===== config.mk =====
export PLATFORM = sky130hd
export DESIGN_NAME = oldest_exc_pick
export DESIGN_NICKNAME = d
export VERILOG_FILES = /design/src/rtl/oldest_exc_pick.sv
export SDC_FILE = /design/constraint.sdc
export NUM_CORES = 1
export LEC_CHECK = 0
export ABC_AREA = 0
export BUFFER_PORTS_ARGS = -buffer_cell sky130_fd_sc_hd__buf_2
export CAP_MARGIN = 30
export CORE_ASPECT_RATIO = 1.25
export CORE_UTILIZATION = 37
export CTS_BUF_LIST = sky130_fd_sc_hd__clkbuf_8
export DETAILED_ROUTE_END_ITERATION = 8
export MAX_ROUTING_LAYER = met4
export PLACE_DENSITY = 0.69
export SLEW_MARGIN = 0
export SYNTH_ARGS = -nofsm -noshare
export SYNTH_HDL_FRONTEND = slang
export SYNTH_SLANG_ARGS = --single-unit
export TNS_END_PERCENT = 100

===== constraint.sdc =====
create_clock -name clk -period 5 [get_ports clk]
set_clock_uncertainty 0.05 [all_clocks]
set_input_delay 0.5 -clock clk [delete_from_list [all_inputs] [get_ports clk]]
set_output_delay 0.5 -clock clk [all_outputs]
set_load 0.02 [all_outputs]

===== src/rtl/oldest_exc_pick.sv =====
module oldest_exc_pick #(
  parameter int NPORT = 3,
  parameter int ROBW  = 6,
  parameter int UOPW  = 7,
  parameter int CW    = 5,
  localparam int PW   = (NPORT > 1) ? $clog2(NPORT) : 1,
  localparam int LVL  = (NPORT > 1) ? $clog2(NPORT) : 0,
  localparam int NPAD = 1 << LVL
) (
  input  logic                  clk,
  input  logic                  rst_n,
  input  logic [NPORT-1:0]      port_valid,
  input  logic [NPORT-1:0]      port_exc,
  input  logic [NPORT-1:0]      port_rob_wrap,
  input  logic [NPORT*ROBW-1:0] port_rob_idx,
  input  logic [NPORT*UOPW-1:0] port_uop,
  input  logic [NPORT*CW-1:0]   port_cause,
  input  logic                  flush_valid,
  input  logic                  flush_wrap,
  input  logic [ROBW-1:0]       flush_idx,
  output logic                  out_valid,
  output logic [PW-1:0]         out_port,
  output logic                  out_rob_wrap,
  output logic [ROBW-1:0]       out_rob_idx,
  output logic [UOPW-1:0]       out_uop,
  output logic [CW-1:0]         out_cause
);

  function automatic logic rob_before(input logic [ROBW:0] a, input logic [ROBW:0] b);
    if (a[ROBW] == b[ROBW]) return a[ROBW-1:0] < b[ROBW-1:0];
    else                    return a[ROBW-1:0] > b[ROBW-1:0];
  endfunction

  function automatic logic is_older(input logic [ROBW:0] ar, input logic [UOPW-1:0] au,
                                    input logic [ROBW:0] br, input logic [UOPW-1:0] bu);
    if (ar == br) return au < bu;
    else          return rob_before(ar, br);
  endfunction

  logic [NPORT-1:0] s1_v;
  logic [ROBW:0]    s1_rob   [NPORT];
  logic [UOPW-1:0]  s1_uop   [NPORT];
  logic [CW-1:0]    s1_cause [NPORT];

  logic [ROBW:0] flush_pt;
  assign flush_pt = {flush_wrap, flush_idx};

  for (genvar i = 0; i < NPORT; i++) begin : g_in
    logic [ROBW:0] rob_i;
    logic          keep_i;
    assign rob_i  = {port_rob_wrap[i], port_rob_idx[i*ROBW +: ROBW]};
    assign keep_i = !flush_valid || rob_before(rob_i, flush_pt);
    always_ff @(posedge clk) begin
      if (!rst_n) s1_v[i] <= 1'b0;
      else        s1_v[i] <= port_valid[i] && port_exc[i] && keep_i;
      s1_rob[i]   <= rob_i;
      s1_uop[i]   <= port_uop[i*UOPW +: UOPW];
      s1_cause[i] <= port_cause[i*CW +: CW];
    end
  end

  logic [1:2*NPAD-1] nv;
  logic [ROBW:0]     nrob   [1:2*NPAD-1];
  logic [UOPW-1:0]   nuop   [1:2*NPAD-1];
  logic [CW-1:0]     ncause [1:2*NPAD-1];
  logic [PW-1:0]     nport  [1:2*NPAD-1];

  for (genvar i = 0; i < NPAD; i++) begin : g_leaf
    if (i < NPORT) begin : g_real
      assign nv[NPAD+i]     = s1_v[i];
      assign nrob[NPAD+i]   = s1_rob[i];
      assign nuop[NPAD+i]   = s1_uop[i];
      assign ncause[NPAD+i] = s1_cause[i];
      assign nport[NPAD+i]  = PW'(i);
    end else begin : g_pad
      assign nv[NPAD+i]     = 1'b0;
      assign nrob[NPAD+i]   = '0;
      assign nuop[NPAD+i]   = '0;
      assign ncause[NPAD+i] = '0;
      assign nport[NPAD+i]  = '0;
    end
  end

  for (genvar k = 1; k < NPAD; k++) begin : g_node
    logic take_r;
    assign take_r = nv[2*k+1] &&
                    (!nv[2*k] || is_older(nrob[2*k+1], nuop[2*k+1], nrob[2*k], nuop[2*k]));
    assign nv[k]     = nv[2*k] || nv[2*k+1];
    assign nrob[k]   = take_r ? nrob[2*k+1]   : nrob[2*k];
    assign nuop[k]   = take_r ? nuop[2*k+1]   : nuop[2*k];
    assign ncause[k] = take_r ? ncause[2*k+1] : ncause[2*k];
    assign nport[k]  = take_r ? nport[2*k+1]  : nport[2*k];
  end

  always_ff @(posedge clk) begin
    if (!rst_n) out_valid <= 1'b0;
    else        out_valid <= nv[1];
    out_port                  <= nport[1];
    {out_rob_wrap, out_rob_idx} <= nrob[1];
    out_uop                   <= nuop[1];
    out_cause                 <= ncause[1];
  end

  a_r9_idle: assert property (@(posedge clk) disable iff (!rst_n)
    !(|(port_valid & port_exc)) |=> ##1 !out_valid);

  a_r7_pulse: assert property (@(posedge clk) disable iff (!rst_n)
    out_valid |-> $past(|s1_v));

  a_r2_winner_candidate: assert property (@(posedge clk) disable iff (!rst_n)
    out_valid |-> |($past(s1_v) & (NPORT'(1) << out_port)));

  always @(posedge clk) begin
    if (rst_n && nv[1]) begin
      for (int i = 0; i < NPORT; i++) begin
        a_r3_none_older: assert (!(s1_v[i] && is_older(s1_rob[i], s1_uop[i], nrob[1], nuop[1])));
      end
    end
  end

endmodule


[Yosys cells after proc, flatten, opt, wreduce, memory -nomap -nowiden]
Memories as Yosys holds them, arrays and structs flattened.
Index checks and enable logic that the tools add are counted.
Widths: inputs -> output; s select.
Cells by class
  equal/unequal tests: 7
  reduce and logical (&&, ||, !) cells: 18
  muxes and demuxes: 14
  $lt $le $gt $ge: 12
Operators with widths (number)
  $gt 6x6->1: 5
  $lt 6x6->1: 5
  $mux 7: 4
  $eq 7x7->1: 2
  $lt 7x7->1: 2
  $mux 5: 2
  $logic_and 1x1->1: 8
  $mux 1: 8
  $logic_or 1x1->1: 7
  $eq 1x1->1: 5
  $logic_not 1->1: 3
Word-level totals
  input bits: 73
  memories kept: 3
  register bits after elaboration: 25
  bits in writable memories: 57
  logic and storage cells: 63
Memory list
  s1_rob: depth 3, bits a word 7, rd ports 3, clocked after Yosys merged registers in 0, wr ports 3, line 41  | logic [ROBW:0] s1_rob [NPORT];
  s1_uop: depth 3, bits a word 7, rd ports 3, clocked after Yosys merged registers in 0, wr ports 3, line 42  | logic [UOPW-1:0] s1_uop [NPORT];
  s1_cause: depth 3, bits a word 5, rd ports 3, clocked after Yosys merged registers in 0, wr ports 3, line 43  | logic [CW-1:0] s1_cause [NPORT];

[Depth between registers and ports, before layout]
Gate-level depths: netlist of run 1.
An unclocked memory read counts as a cell.
  depth in word-level cells: 13
  depth in mapped cells: 22
  gate-level depth less buffers: 19

[Least setup slack after synthesis of run 1]
OpenSTA, ideal clock, no wires.
  kind: register to register
  from: memory s1_rob[0][2] (netlist bit)
  to: register out_cause[0]
  slack: 0.453 ns
  arrival time: 4.376 ns
  stages on the path, launching flop included: 23
  period minus slack after synthesis: 4.547 ns
  buffers on the path: 3
  data required time: 4.829 ns
  path through: dfxtp_1 > inv_1 > ha_1 > a21oi_1 > nand2_1 > a221o_1 > xnor2_1 > o22ai_2 > buf_6 > clkbuf_1 > nor2_1 > a21oi_1 > ha_1 > a21oi_1 > maj3_1 > maj3_1 > nor2_1 > mux2_2 > a311oi_1 > xnor2_1 > o22a_1 > buf_6 > mux2_4
RTL lines
  from (decl): line 41
  to (signal assigned): line 101  | out_cause <= ncause[1];
  to (decl): line 26  | output logic [CW-1:0] out_cause

==> impl_metrics.prom, run 1 <==
# TYPE chip_impl_metric gauge
chip_impl_info{name="outcome",value="finished clean"} 1
chip_impl_metric{name="firstDrtPassIters",unit=""} 4
chip_impl_info{name="rsz0062_at_grt",value="false"} 1
chip_impl_metric{name="cts-root-to-sink-buffers",unit=""} 2
chip_impl_info{name="post_synth_most_frequent_cells",value="sky130_fd_sc_hd__dfxtp_1, sky130_fd_sc_hd__ha_1, sky130_fd_sc_hd__inv_1"} 1
chip_impl_metric{name="synth_enable_flop_cells",unit=""} 0
chip_impl_metric{name="p_r_area_growth_vs_syn",unit="%"} 24.1
chip_impl_metric{name="synthesis.area",unit="sq um"} 3360
chip_impl_metric{name="final_slew_violations",unit=""} 0
chip_impl_metric{name="cpPeakStageDelay",unit="ns"} 0.37
chip_impl_metric{name="die_width",unit="um"} 87.2
chip_impl_metric{name="placed_cells",unit=""} 518
chip_impl_info{name="synth.most_common_cell",value="sky130_fd_sc_hd__dfxtp_1"} 1
chip_impl_info{name="cp-start-kind",value="register"} 1
chip_impl_metric{name="critical_path.max_fanout",unit=""} 13
chip_impl_metric{name="antenna_cells",unit=""} 0
chip_impl_metric{name="finalWirelength",unit="um"} 6740
chip_impl_metric{name="final_period_minus_worst_setup_slack",unit="ns"} 4.42
chip_impl_metric{name="cts-hold-fix-buffers",unit=""} 0
chip_impl_metric{name="first_global_vias",unit=""} 2520
chip_impl_metric{name="drt_drc_violations_left",unit=""} 0
chip_impl_info{name="timing.hold.worst.start",value="port_uop[11]"} 1
chip_impl_metric{name="vdd_ir_drop_max",unit="mV"} 0.112
chip_impl_info{name="rr_endpoint",value="out_rob_idx[0]$_DFF_P_"} 1
chip_impl_metric{name="critical_path.n_buffers_inverters",unit=""} 2
chip_impl_metric{name="core-area",unit="sq um"} 8750
chip_impl_metric{name="clock.fmax",unit="MHz"} 226
chip_impl_metric{name="cp_data_arrival_time",unit="ns"} 4.60
chip_impl_metric{name="core.rowCount",unit=""} 38
chip_impl_metric{name="synth-async-reset-ratio",unit="%"} 0
chip_impl_metric{name="clk_pin_slew_worst_paths",unit="ns"} 0.08
chip_impl_metric{name="routed-via-count",unit=""} 2430
chip_impl_metric{name="grt_max_degree",unit=""} 31
chip_impl_info{name="ys.flop_type",value="sky130_fd_sc_hd__dfxtp_1"} 1
chip_impl_metric{name="synth_top_cell_area_share",unit="%"} 48.9
chip_impl_metric{name="grt_antenna_before_repair",unit=""} 0
chip_impl_metric{name="clock_power_share",unit="%"} 31.8
chip_impl_metric{name="final_min_period_over_clock_period",unit="%"} 88.5
chip_impl_metric{name="cellPowerDensity",unit="nW/um^2"} 343
chip_impl_info{name="worstHoldEndpoint",value="s1_uop[0][11]$_DFF_P_"} 1
chip_impl_metric{name="grt_first_pass_wirelength",unit="um"} 10900
chip_impl_metric{name="drt-wirelength-per-cell",unit="um"} 12.6
chip_impl_metric{name="clk-insertion-delay-late",unit="ns"} 0.34
chip_impl_info{name="critPathTopFamily",value="compound AO/OA/AOI/OAI gates"} 1
chip_impl_metric{name="share_seq_of_total_power",unit="%"} 50.6
chip_impl_info{name="root_buffer",value="sky130_fd_sc_hd__clkbuf_8"} 1
chip_impl_metric{name="numClockSinks",unit=""} 82
chip_impl_metric{name="ys_seq_elements",unit=""} 82
chip_impl_metric{name="cts_buffers",unit=""} 9
chip_impl_metric{name="number_of_nets_in_the_synthesized_netlist",unit=""} 418
chip_impl_metric{name="cts_resized",unit=""} 0
chip_impl_metric{name="gr-total-overflow",unit=""} 0
chip_impl_metric{name="dr.first_iter.drc_count",unit=""} 36
chip_impl_info{name="startpoint_of_the_most_critical_register_to_register_path",value="s1_rob[0][4]$_DFF_P_"} 1
chip_impl_metric{name="tns",unit="ns"} 0
chip_impl_info{name="holdCritPathClass",value="in -> reg"} 1
chip_impl_metric{name="die_area",unit="sq um"} 9460
chip_impl_metric{name="fillCellCount",unit=""} 870
chip_impl_info{name="critPathKind",value="reg -> reg"} 1
chip_impl_metric{name="leakagePower",unit="nW"} 2.12
chip_impl_metric{name="worst-slew-pin-transition",unit="ns"} 0.350
chip_impl_metric{name="stdcell_count",unit=""} 534
chip_impl_info{name="cts_tree",value="yes"} 1
chip_impl_metric{name="number_of_warnings_issued_by_yosys",unit=""} 0
chip_impl_metric{name="postCtsSetupBuffers",unit=""} 0
chip_impl_metric{name="gp_congestion",unit=""} 0.913
chip_impl_metric{name="grt.total_usage",unit="%"} 15.8
chip_impl_metric{name="synthDistinctLibCells",unit=""} 38
chip_impl_metric{name="syn_avg_cell_area",unit="sq um"} 11.0
chip_impl_metric{name="layout-drive-gt1-share",unit="%"} 30.9
chip_impl_metric{name="setup_viol",unit=""} 0
chip_impl_metric{name="number_of_nets_in_the_layout",unit=""} 521
chip_impl_metric{name="timing.max_slew.rel_slack",unit="%"} 76.3
chip_impl_metric{name="worst_r2r_path_depth",unit=""} 20
chip_impl_metric{name="detail-route-antenna-nets",unit=""} 0
chip_impl_metric{name="initial_core_util",unit="%"} 38.4
chip_impl_metric{name="syn-instance-count",unit=""} 306
chip_impl_metric{name="timing.max_cap.violations",unit=""} 0
chip_impl_metric{name="ff2ff_setup_slack",unit="ns"} 0.58
chip_impl_metric{name="h-tree-depth",unit=""} 3
chip_impl_metric{name="power.internal",unit="mW"} 1.07
chip_impl_info{name="leading_area_contributor_after_synthesis",value="sky130_fd_sc_hd__dfxtp_1"} 1
chip_impl_info{name="category_of_the_worst_setup_path_capture_point",value="register"} 1
chip_impl_metric{name="switching_power_as_a_share_of_total_power",unit="%"} 25.2
chip_impl_metric{name="worst_ep_required_time",unit="ns"} 5.18
chip_impl_metric{name="synth.yosys.seq_area_share",unit="%"} 48.9
chip_impl_metric{name="die_h",unit="um"} 108
chip_impl_metric{name="pin_count",unit=""} 95
chip_impl_metric{name="place.detailed.hpwl",unit="um"} 5610
chip_impl_info{name="cp_cell_sequence",value="inv_1 > ha_1 > and3_1 > nand4_1 > o31ai_1 > o211ai_1 > o22ai_2 > nor2_1 > a21oi_1 > ha_1 > a21oi_1 > maj3_1 > maj3_1 > nor2_1 > mux2_2 > a311oi_1 > xnor2_1 > o22a_1 > buf_4 > mux2_4"} 1
chip_impl_metric{name="post_drt_via_cell_ratio",unit=""} 4.55
chip_impl_info{name="slowest_stage",value="sky130_fd_sc_hd__dfxtp_1"} 1
chip_impl_metric{name="p_switching",unit="mW"} 0.360
chip_impl_metric{name="port_buffers",unit=""} 94
chip_impl_metric{name="combPwrFrac",unit="%"} 17.6
chip_impl_info{name="synth.top_cells.by_area",value="sky130_fd_sc_hd__dfxtp_1, sky130_fd_sc_hd__ha_1, sky130_fd_sc_hd__mux2i_1, sky130_fd_sc_hd__inv_1, sky130_fd_sc_hd__a21oi_1"} 1
chip_impl_metric{name="min_path_cells",unit=""} 1
chip_impl_metric{name="hold_viol_final",unit=""} 0
-- power groups by stage --
stage	Sequential (mW)	Combinational (mW)	Clock (mW)
after floorplan	0.765	0.136	0
after global placement	0.737	0.247	0
after global routing	0.727	0.280	0.499
after detailed placement	0.738	0.253	0
after CTS	0.723	0.254	0.467
final	0.723	0.251	0.454
-- cells in the final DEF (no fill, tap or decap), drive strengths merged, types with 3 or more instances in the layout --
master	netlist	routed
a21oi	21	21
nor2	13	13
nand2	10	10
mux2	15	15
nand3b	5	5
ha	39	39
mux2i	17	17
nand3	5	5
and4	3	3
a31oi	3	3
inv	35	36
nor2b	7	7
dfxtp	82	82
clkbuf	2	14
o21ai	8	8
buf	3	97
maj3	4	4
xor2	4	4
xnor2	9	9
-- sequential cells by signal (all words and copies together) (netlist names) --
register	count
s1_rob	21
out_uop	7
out_rob_wrap	1
out_cause	5
out_rob_idx	6
nv	3
out_valid	1
s1_uop	21
s1_cause	15
out_port	2
-- metrics by stage --
| step | util [%] | setup WS [ns] | power [mW] | hold slack, ns | instance area [sq um] |
|---|---|---|---|---|---|
| 3_5_place_dp | 45.3 | 0.561 | 0.992 | 0.393 | 3970 |
| 2_1_floorplan | - | 0.453 | 0.901 | 0.383 | 3360 |
| 6_report | 47.6 | 0.577 | 1.43 | 0.205 | 4170 |
| 4_1_cts | 47.6 | 0.533 | 1.44 | 0.188 | 4170 |
| 3_3_place_gp | 45.3 | 0.727 | 0.984 | 0.388 | 3970 |
| 5_1_grt | 47.6 | 0.218 | 1.51 | 0.181 | 4170 |
-- routing by layer --
metal / part of all wire, % / vias to the layer above / GRT usage [%]
met4: 2.1 / 0 / 7.49
met1: 41 / 1098 / 15.6
met3: 4.5 / 11 / 4.35
met2: 52 / 66 / 28.3
li1: - / 1255 / -
met5: 0 / - / -
-- cell families after synthesis --
kind of cell,after synthesis,synth area share (%)
AO/OA/AOI/OAI,43,7.72
adder cells (fa/ha/maj),43,15.7
flip-flops,82,48.9
AND/OR/NAND/NOR,53,8.54
buffers and inverters,40,4.96
XOR/XNOR,13,3.39
multiplexers,32,10.8
-- worst max-delay path by stage --
stage                          from                     end  slack [ns]  depth (start not counted)
6_report       s1_rob[0][4]$_DFF_P_  out_rob_idx[0]$_DFF_P_        0.58                         20
5_1_grt        s1_rob[0][2]$_DFF_P_  out_rob_idx[0]$_DFF_P_        0.22                         20
4_1_cts        s1_rob[0][4]$_DFF_P_  out_rob_idx[0]$_DFF_P_        0.53                         20
3_5_place_dp   s1_rob[0][4]$_DFF_P_  out_rob_idx[0]$_DFF_P_        0.56                         20
3_3_place_gp   s1_rob[0][3]$_DFF_P_  out_rob_idx[0]$_DFF_P_        0.73                         20
2_1_floorplan  s1_rob[0][2]$_DFF_P_    out_cause[0]$_DFF_P_        0.45                         22
-- final cells by class --
cell class	count	area (sq um)	area share [%]
inverters	35	131	3.15
repair buffers	97	493	11.8
clock buffers	14	193	4.62
well taps	120	150	3.60
flip-flops and latches	82	1640	39.4
clock inverters	2	8.76	0.210
multi-input cells	184	1550	37.2
Power figures use the tool's default switching activity.
==> run 2, diff against run 1 <==
Settings changed: CORE_UTILIZATION 37 to 52, PLACE_DENSITY 0.69 to 0.89.
==> run 2 against run 1 <==
Against the previous run:
- final cell count decreased by 6.7%
- sequential power about the same
- global-route usage increased by 7.1 points
- critical path depth unchanged
- non-clock buffer count decreased by 1
- worst hold slack got worse by 0.0024 ns
- register-to-register slack got worse by 0.20 ns
- total power increased by 0.73%
- via count increased by 3.0%
- clock power increased by 1%
- design area decreased by 1.1%
==> impl_metrics.prom, run 2 (synthesized netlist as in run 1, its figures left out) <==
# TYPE chip_impl_metric gauge
chip_impl_info{name="outcome",value="finished clean"} 1
chip_impl_info{name="cp-start-kind",value="register"} 1
chip_impl_metric{name="cpPeakStageDelay",unit="ns"} 0.39
chip_impl_metric{name="worst_r2r_path_depth",unit=""} 20
chip_impl_metric{name="fillCellCount",unit=""} 468
chip_impl_metric{name="p_r_area_growth_vs_syn",unit="%"} 22.8
chip_impl_metric{name="share_seq_of_total_power",unit="%"} 50.3
chip_impl_metric{name="drt-wirelength-per-cell",unit="um"} 13.7
chip_impl_metric{name="timing.max_slew.rel_slack",unit="%"} 67.1
chip_impl_metric{name="final_area",unit="sq um"} 4120
chip_impl_metric{name="fin_total_pwr",unit="mW"} 1.44
chip_impl_metric{name="grt_first_pass_wirelength",unit="um"} 11400
chip_impl_metric{name="critical_path.max_fanout",unit=""} 21
chip_impl_metric{name="clk_pin_slew_worst_paths",unit="ns"} 0.07
chip_impl_metric{name="die_width",unit="um"} 73.9
chip_impl_metric{name="cp_data_arrival_time",unit="ns"} 4.80
chip_impl_metric{name="place_worst_setup_slack",unit="ns"} 0.304
chip_impl_metric{name="place.detailed.hpwl",unit="um"} 5400
chip_impl_metric{name="detail-route-antenna-nets",unit=""} 0
chip_impl_metric{name="area.sequential",unit="sq um"} 1640
chip_impl_metric{name="clk-insertion-delay-late",unit="ns"} 0.34
chip_impl_metric{name="p_switching",unit="mW"} 0.364
chip_impl_metric{name="cts-hold-fix-buffers",unit=""} 0
chip_impl_metric{name="cts-root-to-sink-buffers",unit=""} 2
chip_impl_metric{name="h-tree-depth",unit=""} 3
chip_impl_metric{name="layout-drive-gt1-share",unit="%"} 30.3
chip_impl_metric{name="stdcell_count",unit=""} 498
chip_impl_info{name="category_of_the_worst_setup_path_capture_point",value="register"} 1
chip_impl_metric{name="leakagePower",unit="nW"} 2.12
chip_impl_metric{name="hold_viol_final",unit=""} 0
chip_impl_info{name="cp_cell_sequence",value="inv_1 > ha_1 > and3_1 > nand4_1 > o31ai_1 > o211ai_1 > o22ai_4 > nor2_1 > a21oi_1 > ha_1 > a21oi_1 > maj3_1 > maj3_1 > nor2_1 > mux2_2 > a311oi_1 > xnor2_1 > o22a_1 > buf_6 > mux2_2"} 1
chip_impl_metric{name="postCtsSetupBuffers",unit=""} 0
chip_impl_metric{name="post_drt_via_cell_ratio",unit=""} 5.03
chip_impl_metric{name="combPwrFrac",unit="%"} 17.7
chip_impl_metric{name="switching_power_as_a_share_of_total_power",unit="%"} 25.3
chip_impl_metric{name="number_of_nets_in_the_layout",unit=""} 520
chip_impl_metric{name="pin_count",unit=""} 95
chip_impl_metric{name="port_buffers",unit=""} 94
chip_impl_info{name="most-common-layout-cells",value="sky130_fd_sc_hd__buf_2, sky130_fd_sc_hd__dfxtp_1, sky130_fd_sc_hd__ha_1"} 1
chip_impl_metric{name="ff2ff_setup_slack",unit="ns"} 0.38
chip_impl_metric{name="worst_ep_required_time",unit="ns"} 5.18
chip_impl_info{name="final_common_cell",value="sky130_fd_sc_hd__buf_2"} 1
chip_impl_metric{name="core.rowCount",unit=""} 32
chip_impl_metric{name="cts_buffers",unit=""} 9
chip_impl_metric{name="vdd_ir_drop_max",unit="mV"} 0.159
chip_impl_metric{name="routed-via-count",unit=""} 2504
chip_impl_metric{name="core-area",unit="sq um"} 6210
chip_impl_metric{name="firstDrtPassIters",unit=""} 4
chip_impl_metric{name="power.internal",unit="mW"} 1.07
chip_impl_info{name="startpoint_of_the_most_critical_register_to_register_path",value="s1_rob[0][3]$_DFF_P_"} 1
chip_impl_metric{name="setup_viol",unit=""} 0
chip_impl_info{name="rr_endpoint",value="out_cause[4]$_DFF_P_"} 1
chip_impl_metric{name="gr-total-overflow",unit=""} 0
chip_impl_info{name="slowest_stage",value="sky130_fd_sc_hd__dfxtp_1"} 1
chip_impl_info{name="rsz0062_at_grt",value="false"} 1
chip_impl_metric{name="final_period_minus_worst_setup_slack",unit="ns"} 4.62
chip_impl_metric{name="final_core_utilization",unit="%"} 66.4
chip_impl_metric{name="fin_worst_hold_slack",unit="ns"} 0.203
chip_impl_info{name="root_buffer",value="sky130_fd_sc_hd__clkbuf_8"} 1
chip_impl_metric{name="timing.final.ws_setup",unit="ns"} 0.380
chip_impl_info{name="timing.hold.worst.start",value="port_uop[1]"} 1
chip_impl_metric{name="worst-slew-pin-transition",unit="ns"} 0.490
chip_impl_metric{name="drt_drc_violations_left",unit=""} 0
chip_impl_metric{name="antenna_cells",unit=""} 0
chip_impl_metric{name="final_slew_violations",unit=""} 0
chip_impl_info{name="critPathKind",value="reg -> reg"} 1
chip_impl_info{name="cts_tree",value="yes"} 1
chip_impl_metric{name="dr.first_iter.drc_count",unit=""} 91
chip_impl_metric{name="timing.max_cap.violations",unit=""} 0
chip_impl_metric{name="grt_antenna_before_repair",unit=""} 0
chip_impl_metric{name="final_min_period_over_clock_period",unit="%"} 92.4
chip_impl_metric{name="multi_input_area",unit="sq um"} 1560
chip_impl_metric{name="placed_cells",unit=""} 482
chip_impl_info{name="cp-endpoint",value="out_cause[4]$_DFF_P_"} 1
chip_impl_metric{name="numClockSinks",unit=""} 82
chip_impl_metric{name="die_h",unit="um"} 91.8
chip_impl_metric{name="die_area",unit="sq um"} 6780
chip_impl_info{name="worstSetupStartpoint",value="s1_rob[0][3]$_DFF_P_"} 1
chip_impl_metric{name="grt_max_degree",unit=""} 28
chip_impl_metric{name="first_global_vias",unit=""} 2686
chip_impl_metric{name="clock_power_share",unit="%"} 31.9
chip_impl_metric{name="cell_area_after_placement",unit="sq um"} 3910
chip_impl_metric{name="clock.fmax",unit="MHz"} 216
chip_impl_metric{name="gp_congestion",unit=""} 0.899
chip_impl_metric{name="cellPowerDensity",unit="nW/um^2"} 349
chip_impl_metric{name="initial_core_util",unit="%"} 54.1
chip_impl_info{name="layout_top_registers",value="s1_rob (21), s1_uop (21), s1_cause (15)"} 1
chip_impl_metric{name="finalWirelength",unit="um"} 6820
chip_impl_info{name="holdCritPathClass",value="in -> reg"} 1
chip_impl_metric{name="tns",unit="ns"} 0
chip_impl_metric{name="grt.total_usage",unit="%"} 22.8
[run 2: cell type report]
| type | count | share of cell area [%] |
|---|---|---|
| inverters | 35 | 3.19 |
| multi-input cells | 184 | 37.8 |
| well taps | 85 | 2.58 |
| clock inverters | 5 | 1.12 |
| clock buffers | 11 | 3.67 |
| flip-flops and latches | 82 | 39.8 |
| repair buffers | 96 | 11.9 |
[run 2: worst max-delay path, delay by kind of cell, from the launching register on]
family	cells	cell delay [ns]
adders and majority gates	4	0.91
xor gates and xnor gates	1	0.17
AOI/OAI and AO/OA	7	1.60
buffers and inverters	2	0.33
DFF	1	0.39
muxes	2	0.62
and+or+nand+nor	4	0.43
[run 2: routing by layer]
| layer | vias up | share of wire [%] | GRT usage (%) |
|---|---|---|---|
| met3 | 18 | 4.4 | 4.95 |
| met5 | - | 0 | - |
| met4 | 0 | 2.8 | 10.6 |
| li1 | 1254 | - | - |
| met2 | 81 | 53 | 41.8 |
| met1 | 1151 | 40 | 22.2 |
[run 2: repair_timing]
action,CTS,global route
hold endpoints to repair,0,0
endpoints found under the setup margin,0,8
gates resized for setup,0,2
[run 2: how the worst min path moves through the flow]
stage,to,slack [ns],depth (start not counted)
3_3_place_gp,out_cause[1]$_DFF_P_,0.39,1
3_5_place_dp,out_cause[0]$_DFF_P_,0.39,1
4_1_cts,s1_uop[0][1]$_DFF_P_,0.19,1
6_report,s1_uop[0][1]$_DFF_P_,0.20,1
2_1_floorplan,out_rob_idx[1]$_DFF_P_,0.38,2
5_1_grt,s1_uop[0][1]$_DFF_P_,0.18,1
[run 2: power groups by stage]
stage	logic, mW	registers (mW)	clock network (mW)
6_report	0.255	0.724	0.459
5_1_grt	0.282	0.729	0.497
3_3_place_gp	0.242	0.736	0
3_5_place_dp	0.252	0.739	0
2_1_floorplan	0.136	0.765	0
4_1_cts	0.254	0.724	0.471
==> run 3, diff against run 2 <==
Settings changed: CORE_ASPECT_RATIO 1.25 to 0.5.
==> run 3 against run 2 <==
Against the previous run:
- sequential share of layout area is 0.12 points higher
- via count shrank 1.5%
- combinational power about the same
- register-to-register slack improved by 0.098 ns
==> impl_metrics.prom, run 3 (synthesized netlist as in run 1, its figures left out) <==
# TYPE chip_impl_metric gauge
chip_impl_metric{name="grt.total_usage",unit="%"} 22.0
chip_impl_metric{name="h-tree-depth",unit=""} 3
chip_impl_metric{name="drt_drc_violations_left",unit=""} 0
chip_impl_metric{name="timing.max_cap.violations",unit=""} 0
chip_impl_metric{name="cts-hold-fix-buffers",unit=""} 0
chip_impl_metric{name="hold_viol_final",unit=""} 0
chip_impl_metric{name="clk-insertion-delay-late",unit="ns"} 0.34
chip_impl_metric{name="final_core_utilization",unit="%"} 66.8
chip_impl_metric{name="fillCellCount",unit=""} 467
chip_impl_metric{name="worst_ep_required_time",unit="ns"} 5.18
chip_impl_metric{name="cellPowerDensity",unit="nW/um^2"} 345
chip_impl_metric{name="critical_path.max_fanout",unit=""} 10
chip_impl_metric{name="cp_data_arrival_time",unit="ns"} 4.70
chip_impl_metric{name="finalWirelength",unit="um"} 6600
chip_impl_metric{name="port_buffers",unit=""} 94
chip_impl_info{name="most-common-layout-cells",value="sky130_fd_sc_hd__buf_2, sky130_fd_sc_hd__dfxtp_1, sky130_fd_sc_hd__ha_1"} 1
chip_impl_metric{name="die_width",unit="um"} 116
chip_impl_metric{name="clk_pin_slew_worst_paths",unit="ns"} 0.07
chip_impl_metric{name="firstDrtPassIters",unit=""} 4
chip_impl_info{name="category_of_the_worst_setup_path_capture_point",value="register"} 1
chip_impl_metric{name="cts_buffers",unit=""} 9
chip_impl_info{name="cts_tree",value="yes"} 1
chip_impl_info{name="root_buffer",value="sky130_fd_sc_hd__clkbuf_8"} 1
chip_impl_metric{name="gr-total-overflow",unit=""} 0
chip_impl_metric{name="initial_core_util",unit="%"} 54.5
chip_impl_metric{name="grt_max_degree",unit=""} 31
chip_impl_metric{name="final_period_minus_worst_setup_slack",unit="ns"} 4.52
chip_impl_metric{name="multi_input_area",unit="sq um"} 1550
chip_impl_metric{name="met2_usage",unit="%"} 36.5
chip_impl_metric{name="detail-route-antenna-nets",unit=""} 0
chip_impl_metric{name="clock.fmax",unit="MHz"} 221
chip_impl_metric{name="pin_count",unit=""} 95
chip_impl_info{name="final_common_cell",value="sky130_fd_sc_hd__buf_2"} 1
chip_impl_metric{name="cts-root-to-sink-buffers",unit=""} 2
chip_impl_info{name="critPathKind",value="reg -> reg"} 1
chip_impl_metric{name="post_drt_via_cell_ratio",unit=""} 4.92
chip_impl_metric{name="vdd_ir_drop_max",unit="mV"} 0.135
chip_impl_metric{name="setup_viol",unit=""} 0
chip_impl_metric{name="die_h",unit="um"} 58.8
chip_impl_metric{name="gp_congestion",unit=""} 0.865
chip_impl_metric{name="numClockSinks",unit=""} 82
chip_impl_metric{name="met1_usage",unit="%"} 26.0
chip_impl_metric{name="place.detailed.hpwl",unit="um"} 5270
chip_impl_metric{name="final_min_period_over_clock_period",unit="%"} 90.4
chip_impl_info{name="outcome",value="finished clean"} 1
chip_impl_metric{name="grt_first_pass_wirelength",unit="um"} 10900
chip_impl_metric{name="postCtsSetupBuffers",unit=""} 0
chip_impl_metric{name="timing.max_slew.rel_slack",unit="%"} 74.5
chip_impl_metric{name="antenna_cells",unit=""} 0
chip_impl_metric{name="routed-via-count",unit=""} 2466
chip_impl_metric{name="first_global_vias",unit=""} 2438
chip_impl_metric{name="groute.layer.met3.usage",unit="%"} 5.87
chip_impl_metric{name="area.sequential",unit="sq um"} 1640
chip_impl_metric{name="grt_antenna_before_repair",unit=""} 0
chip_impl_metric{name="number_of_nets_in_the_layout",unit=""} 521
chip_impl_info{name="slowest_stage",value="sky130_fd_sc_hd__dfxtp_1"} 1
chip_impl_info{name="grt-busiest-layer",value="met2"} 1
chip_impl_info{name="cp-start-kind",value="register"} 1
chip_impl_metric{name="layout-drive-gt1-share",unit="%"} 30.5
chip_impl_metric{name="tns",unit="ns"} 0
chip_impl_metric{name="dr.first_iter.drc_count",unit=""} 109
chip_impl_metric{name="core-area",unit="sq um"} 6160
chip_impl_info{name="holdCritPathClass",value="in -> reg"} 1
chip_impl_info{name="layout_top_registers",value="s1_rob (21), s1_uop (21), s1_cause (15)"} 1
chip_impl_metric{name="final_slew_violations",unit=""} 0
chip_impl_info{name="rsz0062_at_grt",value="false"} 1
chip_impl_metric{name="cts_resized",unit=""} 0
chip_impl_metric{name="leakagePower",unit="nW"} 2.12
chip_impl_metric{name="core.rowCount",unit=""} 20
chip_impl_metric{name="cpPeakStageDelay",unit="ns"} 0.40
chip_impl_metric{name="drt-wirelength-per-cell",unit="um"} 13.2
chip_impl_metric{name="die_area",unit="sq um"} 6800
chip_impl_metric{name="p_r_area_growth_vs_syn",unit="%"} 22.4
chip_impl_info{name="cp_cell_sequence",value="inv_1 > ha_1 > and3_1 > nand4_1 > o31ai_1 > o211ai_1 > o22ai_2 > nor2_1 > a21oi_1 > ha_1 > a21oi_1 > maj3_1 > maj3_1 > nor2_1 > mux2_2 > a311oi_1 > xnor2_1 > o22a_1 > buf_4 > mux2_2"} 1
chip_impl_metric{name="worst-slew-pin-transition",unit="ns"} 0.377
[run 3: changes by cell type in the layout (fill, tap and decap cells not counted)]
cell,delta
sky130_fd_sc_hd__buf_4,+2
sky130_fd_sc_hd__buf_6,-1
sky130_fd_sc_hd__clkbuf_8,-1
sky130_fd_sc_hd__clkinv_2,+1
sky130_fd_sc_hd__inv_1,-1
sky130_fd_sc_hd__o22ai_2,+1
sky130_fd_sc_hd__o22ai_4,-1
[run 3: through the flow]
| stage | hold WS (ns) | instances | power (mW) | cell area, sq um | setup WS (ns) |
|---|---|---|---|---|---|
| detailed placement | 0.394 | 486 | 0.989 | 3930 | 0.548 |
| finish | 0.207 | 501 | 1.42 | 4110 | 0.478 |
| CTS | 0.184 | 501 | 1.43 | 4110 | 0.503 |
| floorplan | 0.383 | 306 | 0.901 | 3360 | 0.453 |
| global route | 0.178 | 501 | 1.50 | 4110 | 0.231 |
| global placement | 0.385 | 486 | 0.981 | 3930 | 0.746 |
[run 3: worst paths after layout]
kind	startpoint	to	slack (ns)	cells after the start
worst max-delay path	s1_rob[0][3]$_DFF_P_	out_cause[4]$_DFF_P_	0.48	20
worst min-delay path	port_uop[13]	s1_uop[0][13]$_DFF_P_	0.21	1
worst max register to register	s1_rob[0][3]$_DFF_P_	out_cause[4]$_DFF_P_	0.48	20
worst min register to register	s1_cause[0][10]$_DFF_P_	out_cause[0]$_DFF_P_	0.40	1
[run 3: worst max-delay path: cells and delay by family, from the launching register on]
kind	cells	cell delay (ns)
AOI/OAI and AO/OA	7	1.52
adders and majority gates	4	0.94
muxes	2	0.60
and+or+nand+nor	4	0.43
DFF	1	0.40
buffers and inverters	2	0.29
xor gates and xnor gates	1	0.16
[run 3: area by class of cell]
| cell class | instances | share of cell area [%] |
|---|---|---|
| inverters | 35 | 3.20 |
| multi-input cells | 184 | 37.7 |
| clock inverters | 5 | 1.16 |
| well taps | 88 | 2.68 |
| repair buffers | 97 | 12.0 |
| clock buffers | 10 | 3.35 |
| flip-flops and latches | 82 | 39.9 |
[run 3: report_power, final]
| part | leakage [nW] | switching, mW | internal [mW] |
|---|---|---|---|
| registers | 0.690 | 0.0212 | 0.703 |
| clock network | 0.105 | 0.206 | 0.236 |
| logic | 1.32 | 0.133 | 0.119 |
[run 3: layer usage]
layer / routed length [um] / vias up
li1: - / 1251
met1: 3000 / 1143
met2: 3200 / 66
met3: 361 / 6
met4: 47 / 0
met5: 0 / -
